### src/rtl/kbc_pkg.sv
package kbc_pkg;
  localparam int STAT_W  = 8;
  localparam int OBF_POS = 0;
  localparam int IBF_POS = 1;
  localparam int CD_POS  = 3;

  typedef struct packed {
    logic wr_evt;
    logic out_rd;
    logic stat_rd;
    logic addr;
  } host_evt_t;

  function automatic logic [STAT_W-1:0] free_mask();
    logic [STAT_W-1:0] m;
    m = '1;
    m[OBF_POS] = 1'b0;
    m[IBF_POS] = 1'b0;
    m[CD_POS]  = 1'b0;
    return m;
  endfunction

  function automatic logic [STAT_W-1:0] stat_pack(
    input logic [STAT_W-1:0] free_bits,
    input logic cd, input logic ibf, input logic obf);
    logic [STAT_W-1:0] s;
    s = free_bits & free_mask();
    s[CD_POS]  = cd;
    s[IBF_POS] = ibf;
    s[OBF_POS] = obf;
    return s;
  endfunction

  function automatic logic [STAT_W-1:0] free_merge(
    input logic [STAT_W-1:0] old_bits, input logic [STAT_W-1:0] wr_bits);
    return (old_bits & ~free_mask()) | (wr_bits & free_mask());
  endfunction
endpackage

### src/rtl/kbc_host_port.sv
module kbc_host_port
  import kbc_pkg::*;
#(
  parameter int DATA_W = 8
) (
  input  logic                 clk,
  input  logic                 rst_n,
  input  logic                 host_cs,
  input  logic                 host_rd,
  input  logic                 host_wr,
  input  logic                 host_addr,
  input  logic [DATA_W-1:0]    out_data,
  input  logic [STAT_W-1:0]    status,
  output host_evt_t            evt,
  output logic [DATA_W-1:0]    host_rdata
);
  localparam int PAD_W = (DATA_W > STAT_W) ? DATA_W - STAT_W : 0;

  always_comb begin
    evt.wr_evt  = host_cs & host_wr;
    evt.out_rd  = host_cs & host_rd & ~host_addr;
    evt.stat_rd = host_cs & host_rd &  host_addr;
    evt.addr    = host_addr;
  end

  generate
    if (PAD_W > 0) begin : g_pad
      assign host_rdata = host_addr ? {{PAD_W{1'b0}}, status} : out_data;
    end else begin : g_nopad
      assign host_rdata = host_addr ? status[DATA_W-1:0] : out_data;
    end
  endgenerate

  AST_NO_EVT_WITHOUT_CS: assert property (@(posedge clk) disable iff (!rst_n)
    !host_cs |-> !(evt.wr_evt || evt.out_rd || evt.stat_rd));
endmodule

### src/rtl/kbc_flags.sv
module kbc_flags
  import kbc_pkg::*;
#(
  parameter int DATA_W = 8
) (
  input  logic                 clk,
  input  logic                 rst_n,
  input  host_evt_t            evt,
  input  logic [DATA_W-1:0]    host_wdata,
  input  logic                 cpu_in_rd,
  input  logic                 cpu_out_wr,
  input  logic                 cpu_stat_wr,
  input  logic                 cpu_ctrl_wr,
  input  logic [DATA_W-1:0]    cpu_wdata,
  output logic [DATA_W-1:0]    in_data,
  output logic [DATA_W-1:0]    out_data,
  output logic [STAT_W-1:0]    status,
  output logic                 kirq,
  output logic                 ibf_irq
);
  logic              ibf_q, obf_q, cd_q;
  logic [STAT_W-1:0] free_q;
  logic              kirq_en_q, ibf_en_q;
  logic              ibf_set, ibf_clr, obf_set, obf_clr;

  assign ibf_set = evt.wr_evt;
  assign ibf_clr = cpu_in_rd & ~ibf_set;
  assign obf_set = cpu_out_wr;
  assign obf_clr = evt.out_rd & ~obf_set;

  always_ff @(posedge clk) begin
    if (!rst_n) begin
      in_data <= '0;
      cd_q    <= 1'b0;
      ibf_q   <= 1'b0;
    end else begin
      if (ibf_set) begin
        in_data <= host_wdata;
        cd_q    <= evt.addr;
        ibf_q   <= 1'b1;
      end else if (ibf_clr) begin
        ibf_q   <= 1'b0;
      end
    end
  end

  always_ff @(posedge clk) begin
    if (!rst_n) begin
      out_data <= '0;
      obf_q    <= 1'b0;
    end else begin
      if (obf_set) begin
        out_data <= cpu_wdata;
        obf_q    <= 1'b1;
      end else if (obf_clr) begin
        obf_q    <= 1'b0;
      end
    end
  end

  always_ff @(posedge clk) begin
    if (!rst_n) begin
      free_q    <= '0;
      kirq_en_q <= 1'b0;
      ibf_en_q  <= 1'b0;
    end else begin
      if (cpu_stat_wr) free_q <= free_merge(free_q, cpu_wdata[STAT_W-1:0]);
      if (cpu_ctrl_wr) begin
        kirq_en_q <= cpu_wdata[0];
        ibf_en_q  <= cpu_wdata[1];
      end
    end
  end

  assign status  = stat_pack(free_q, cd_q, ibf_q, obf_q);
  assign kirq    = obf_q & kirq_en_q;
  assign ibf_irq = ibf_q & ibf_en_q;

  AST_IBF_SET: assert property (@(posedge clk) disable iff (!rst_n)
    evt.wr_evt |=> status[IBF_POS]);
  AST_CD_CAPTURE: assert property (@(posedge clk) disable iff (!rst_n)
    evt.wr_evt |=> status[CD_POS] == $past(evt.addr));
  AST_IBF_CLEAR: assert property (@(posedge clk) disable iff (!rst_n)
    cpu_in_rd && !evt.wr_evt |=> !status[IBF_POS]);
  AST_OBF_SET: assert property (@(posedge clk) disable iff (!rst_n)
    cpu_out_wr |=> status[OBF_POS]);
  AST_OBF_CLEAR: assert property (@(posedge clk) disable iff (!rst_n)
    evt.out_rd && !cpu_out_wr |=> !status[OBF_POS]);
  AST_STAT_RD_KEEP: assert property (@(posedge clk) disable iff (!rst_n)
    evt.stat_rd && !cpu_out_wr |=> $stable(status[OBF_POS]));
  AST_KIRQ_DROP: assert property (@(posedge clk) disable iff (!rst_n)
    $fell(status[OBF_POS]) |-> !kirq);
  AST_IBF_IRQ_DROP: assert property (@(posedge clk) disable iff (!rst_n)
    $fell(status[IBF_POS]) |-> !ibf_irq);
  AST_HW_BITS_KEPT: assert property (@(posedge clk) disable iff (!rst_n)
    cpu_stat_wr && !evt.wr_evt && !cpu_in_rd && !cpu_out_wr && !evt.out_rd
    |=> $stable(status[CD_POS]) && $stable(status[IBF_POS]) && $stable(status[OBF_POS]));
endmodule

### src/rtl/kbc_wake.sv
module kbc_wake
  import kbc_pkg::*;
(
  input  logic      clk,
  input  logic      rst_n,
  input  host_evt_t evt,
  input  logic      cpu_stopped,
  output logic      wake_req
);
  logic wake_hit;
  assign wake_hit = evt.wr_evt & cpu_stopped;

  always_ff @(posedge clk) begin
    if (!rst_n) wake_req <= 1'b0;
    else        wake_req <= wake_hit;
  end

  AST_WAKE_CAUSE: assert property (@(posedge clk) disable iff (!rst_n)
    wake_req |-> $past(evt.wr_evt) && $past(cpu_stopped));
  AST_WAKE_AWAKE: assert property (@(posedge clk) disable iff (!rst_n)
    evt.wr_evt && !cpu_stopped |=> !wake_req);
endmodule

### src/rtl/kbc_mailbox.sv
module kbc_mailbox
  import kbc_pkg::*;
#(
  parameter int DATA_W = 8
) (
  input  logic              clk,
  input  logic              rst_n,
  input  logic              host_cs,
  input  logic              host_rd,
  input  logic              host_wr,
  input  logic              host_addr,
  input  logic [DATA_W-1:0] host_wdata,
  output logic [DATA_W-1:0] host_rdata,
  input  logic              cpu_in_rd,
  input  logic              cpu_out_wr,
  input  logic              cpu_stat_wr,
  input  logic              cpu_ctrl_wr,
  input  logic [DATA_W-1:0] cpu_wdata,
  output logic [DATA_W-1:0] cpu_in_data,
  output logic [STAT_W-1:0] cpu_status,
  input  logic              cpu_stopped,
  output logic              kirq,
  output logic              ibf_irq,
  output logic              wake_req
);
  host_evt_t         evt;
  logic [DATA_W-1:0] out_data;
  logic [STAT_W-1:0] status;

  kbc_host_port #(.DATA_W(DATA_W)) u_host (
    .clk(clk), .rst_n(rst_n), .host_cs(host_cs), .host_rd(host_rd),
    .host_wr(host_wr), .host_addr(host_addr), .out_data(out_data),
    .status(status), .evt(evt), .host_rdata(host_rdata));

  kbc_flags #(.DATA_W(DATA_W)) u_flags (
    .clk(clk), .rst_n(rst_n), .evt(evt), .host_wdata(host_wdata),
    .cpu_in_rd(cpu_in_rd), .cpu_out_wr(cpu_out_wr),
    .cpu_stat_wr(cpu_stat_wr), .cpu_ctrl_wr(cpu_ctrl_wr),
    .cpu_wdata(cpu_wdata), .in_data(cpu_in_data), .out_data(out_data),
    .status(status), .kirq(kirq), .ibf_irq(ibf_irq));

  kbc_wake u_wake (
    .clk(clk), .rst_n(rst_n), .evt(evt), .cpu_stopped(cpu_stopped),
    .wake_req(wake_req));

  assign cpu_status = status;

  AST_HOST_STROBES_EXCL: assert property (@(posedge clk) disable iff (!rst_n)
    !(host_cs && host_rd && host_wr));
endmodule

### config.mk
export PLATFORM = sky130hd
export DESIGN_NAME = kbc_mailbox
export DESIGN_NICKNAME = d
export VERILOG_FILES = /design/src/rtl/kbc_pkg.sv /design/src/rtl/kbc_host_port.sv /design/src/rtl/kbc_flags.sv /design/src/rtl/kbc_wake.sv /design/src/rtl/kbc_mailbox.sv
export SDC_FILE = /design/constraint.sdc
export NUM_CORES = 1
export LEC_CHECK = 0
export ABC_AREA = 1
export BUFFER_PORTS_ARGS = -buffer_cell sky130_fd_sc_hd__buf_2
export CAP_MARGIN = 20
export CORE_UTILIZATION = 40
export DETAILED_ROUTE_END_ITERATION = 10
export PLACE_DENSITY = 0.71
export SYNTH_ARGS = -nofsm -noshare
export SYNTH_HDL_FRONTEND = slang
export SYNTH_HIERARCHICAL = 1
export SYNTH_SLANG_ARGS = --single-unit
### constraint.sdc
create_clock -name clk -period 1.1 [get_ports clk]
set_clock_uncertainty 0.2 [all_clocks]
set_input_delay 0.055 -clock clk [delete_from_list [all_inputs] [get_ports clk]]
set_output_delay 0.055 -clock clk [all_outputs]
set_load 0.01 [all_outputs]
# ---- Word level (Yosys, flattened, before mapping)
# Index checks and enable logic that the tools add are counted.
dict set report word_totals {
  mem_bits_ro 0
  input_bits 27
  ramBits 0
  n_memories 0
  latchBits 0
  reg_bits 30
  output_inout_bits 27
}
dict set report op_classes {
  eq_ne 0
  n_reduce_logical 2
  muxes 5
  order_cmp 0
  n_bitwise 12
  div 0
  n_addsub 0
  n_mul 0
  n_shift 0
}
# op count
set op_table {}
lappend op_table {{bitwise AND 1 bit} 8}
lappend op_table {{2-to-1 mux 8 bit} 1}
lappend op_table {{bitwise OR 4 x 8 -> 8 bit} 1}
lappend op_table {{2-to-1 mux 1 bit} 4}
lappend op_table {{nonzero test 2 bit} 2}
lappend op_table {{NOT 1 bit} 3}

# ---- Longest topological paths before layout
dict set report depth {
  depth_word 5
  depth_mapped 6
}

# ---- Cells and area by module
# Netlist, hierarchy kept.
# mod seq_area_each_um2 area_each_um2 cells_each n_inst
set modules_own_cells {}
lappend modules_own_cells {kbc_flags 520.5 929.6 119 1}
lappend modules_own_cells {kbc_host_port 0.0 131.4 32 1}
lappend modules_own_cells {kbc_wake 20.0 33.8 4 1}

# ---- Worst setup path before layout
# Ideal clock, no wire load.
dict set report synth_path {
  path_kind {register to output}
  startpoint {register u_flags.obf_q}
  endpoint {output host_rdata[0]}
  required_ps 845
  t_arrival_ps 586
  slack_ps 259
  path_buffers 1
  path_stages_with_launch 4
  path_cell_list {dfxtp_1 > buf_4 > nand2_1 > nand2_1}
}
dict set report synth_between {
  elab_chain_len 1
}
# element line_no
set synth_rtl {}
lappend synth_rtl {{from (decl)} kbc_flags.sv:21} ;# logic ibf_q, obf_q, cd_q;
lappend synth_rtl {{from (signal assigned)} kbc_flags.sv:50} ;# obf_q <= 1'b0;
lappend synth_rtl {{from (signal assigned)} kbc_flags.sv:54} ;# obf_q <= 1'b1;
lappend synth_rtl {{from (signal assigned)} kbc_flags.sv:56} ;# obf_q <= 1'b0;
lappend synth_rtl {{2-to-1 mux 8 bit} kbc_host_port.sv:30} ;# assign host_rdata = host_addr ? status[DATA_W-1:0] : out_data;
lappend synth_rtl {{to (decl)} kbc_mailbox.sv:13} ;# output logic [DATA_W-1:0] host_rdata,
# Every way passes these cells.

# ---- Final worst setup path
dict set report layout_path {
  startpoint {register u_flags.free_q[4]}
  endpoint {output host_rdata[4]}
}
dict set report layout_between {
  elab_chain_len 1
}
# element line_no
set layout_rtl {}
lappend layout_rtl {{from (decl)} kbc_flags.sv:22} ;# logic [STAT_W-1:0] free_q;
lappend layout_rtl {{from (signal assigned)} kbc_flags.sv:67} ;# if (cpu_stat_wr) free_q <= free_merge(free_q, cpu_wdata[STAT_W-1:0]);
lappend layout_rtl {{2-to-1 mux 8 bit} kbc_host_port.sv:30}
# Every way passes these cells.

==> results.toml <==
[outcome]
run_status = "complete, but fails checks"
violated_checks = "hold timing, setup timing"

[synth]
synthCells = 154
synth_area_sq_um = 1091
synth_warn = 6
synthesis.area_per_instance_sq_um = 7.085
syn_nets = 181

[routing]
vias = 1253
finalWirelength_mm = 3.164
post_drt_via_cell_ratio = 4.782
routed_len_inst_um = 12.08
1st_pass_router_iterations = 4
drt_iter0_drc = 19
drt_drc_violations_left = 0
ant_nets = 0

[floorplanning]
std_cell_rows = 18
floorplan.die.height_um = 54.23
chipWidth_um = 54.23
fp.dieArea_sq_um = 2940
start_util = 0.4325
design.core.area_sq_um = 2522
top_level_ports = 54

[global_route]
grt_start_max_net_pins = 27
grtUsageTotal = 0.2144
global_route_congestion_overflow_total = 0
first_global_vias = 1115
grt_antenna_before_repair = 0
global_route_wire_length_before_repair_mm = 4.567

[power_and_ir_drop]
netSwitchingPower_mw = 0.5093
static-leakage-power_nw = 0.8992
power.internal_mw = 1.398
post-layout-total-power_mw = 1.907
power.ir.vdd_worst_v = 0.0009288
power-per-cell-area_nw_per_um2 = 1126
p_comb_frac = 0.212
power.share.sequential = 0.572
net_switching_fraction_of_the_power = 0.2670
share_clk_of_total_power = 0.216

[layout]
filler_cell_count = 240
ratio_of_cells_with_drive_above_1_in_the_final_layout = 0.3578
antenna_cells_inserted = 0
final_cell_count_no_fill = 262
flow.area_growth_from_synthesis_pct = 55.27
finish.net_count = 260
final_cell_mix = "nor2_1, buf_2, nand2_1, dlygate4sd3_1, dfxtp_2"
final_design_area_no_fill_sq_um = 1694
layout_commonest_cell = "nor2_1"

[sta]
clock.fmax_mhz = 843.6
fin_crit_sh = 1.078
report.final.hold_viol_count = 24
slew-limit-headroom = 0.8447
holdWs_ns = -0.05939
tightestPinTransition_ns = 0.2330
finalSetupTns_ns = -0.6398
final_period_minus_worst_setup_slack_ns = 1.185
final_critical_path_setup_slack_ns = -0.08534
rsz_0062_raised_after_global_routing = "yes"
setup_viol = 11
report.final.slew_viol_count = 0

[clock_network]
tritoncts_clock_tree = "built"
cts_num_sinks = 27
clock_tree.root_cell = "clkbuf_4"
later_pin_clock_latency_in_the_skew_report_ns = 0.31
clock_tree.buffer_depth = 2
path_clk_slew_ns = 0.14
ctsHtreeMaxLevel = 1
num_cts_buffers = 3

[placement]
dp.cells = 229
gp_routability_congestion = 0.7506
placement.cell_area_sq_um = 1325
dp.final_hpwl_mm = 1.883
io_buffer_count = 53

[hold_path]
hp-start = "rst_n"
timing.hold.worst.class = "in2reg"
timing.hold.worst_endpoint = "u_flags/out_data[6]"
timing.hold.worst_path_depth = 3

[flow_run]
max-cap-violations = 0

[worst_setup_path]
rrSetupSlack_ns = 0.10
critPathArrivalTime_ns = 0.93
r2r_cells = 4
rr_startpoint = "u_flags/ibf_q"
critical_path.reg2reg.endpoint = "u_flags/ibf_q"
required_ns = 0.84
cp_max_fo = 3
worst_setup_path_start_kind = "register"
worst_setup_end_kind = "primary output"
crit_type = "reg2out"
## routing by layer
| metal | share of wire | track usage |
|---|---|---|
| met4 | 0.015 | 0.08974 |
| met1 | 0.42 | 0.2402 |
| met3 | 0.054 | 0.02778 |
| met2 | 0.51 | 0.4004 |
| met5 | 0 | 0 |
## power by group through the flow
stage,clock [mW],combinational [mW],sequential (mW)
detailed placement,0,0.300,1.10
global placement,0,0.293,1.10
CTS,0.429,0.375,1.09
floorplan,0,0.163,1.11
finish,0.412,0.404,1.09
global route,0.473,0.444,1.10
## critical path: stages (launching register included)
cell     delay [ns]
dfxtp_2        0.37
nand2_1        0.05
nand2_1        0.06
buf_2          0.13
## layout make-up
type	instances	area (sq um)	area share
well taps	30	37.54	0.02216
clock buffers	4	26.28	0.01551
inverters	12	45.04	0.02659
flip-flops and latches	27	568.0	0.3353
repair buffers	82	580.6	0.3427
multi-input cells	107	436.7	0.2578
## sequential cells by signal (all words and copies together), names as in the netlist
register	flops
u_flags/in_data	8
u_flags/out_data	8
u_flags/free_q	5
u_flags/cd_q	1
u_flags/ibf_en_q	1
u_flags/ibf_q	1
u_flags/kirq_en_q	1
u_flags/obf_q	1
u_wake/wake_req	1
## metrics by stage
stage,worst slack (ns),utilization
after CTS,-0.09567,0.6478
final,-0.08534,0.6716
after detailed placement,0.08048,0.5253
after global routing,-0.1464,0.6716
after global placement,0.1024,0.5253
after floorplan,0.2587,-
## what timing repair did
item                                   4_1_cts  5_1_grt
setup endpoints to repair                   13       23
hold buffers                                26        1
setup buffers                                1        1
pin swaps                                   10        0
gates resized for setup                     12       16
endpoints found under the hold margin       27       24
## worst max path at each step
stage               slack, ns                  to  cells after the start         startpoint
floorplan                0.26       host_rdata[0]                      3      u_flags/obf_q
global placement         0.10  u_flags/in_data[4]                      6            host_cs
detailed placement       0.08  u_flags/in_data[7]                      6            host_cs
CTS                      -0.1       host_rdata[0]                      3      u_flags/obf_q
global route            -0.15       host_rdata[1]                      3      u_flags/ibf_q
finish                  -0.09       host_rdata[4]                      3  u_flags/free_q[4]
(Power assumes the default switching activity.)
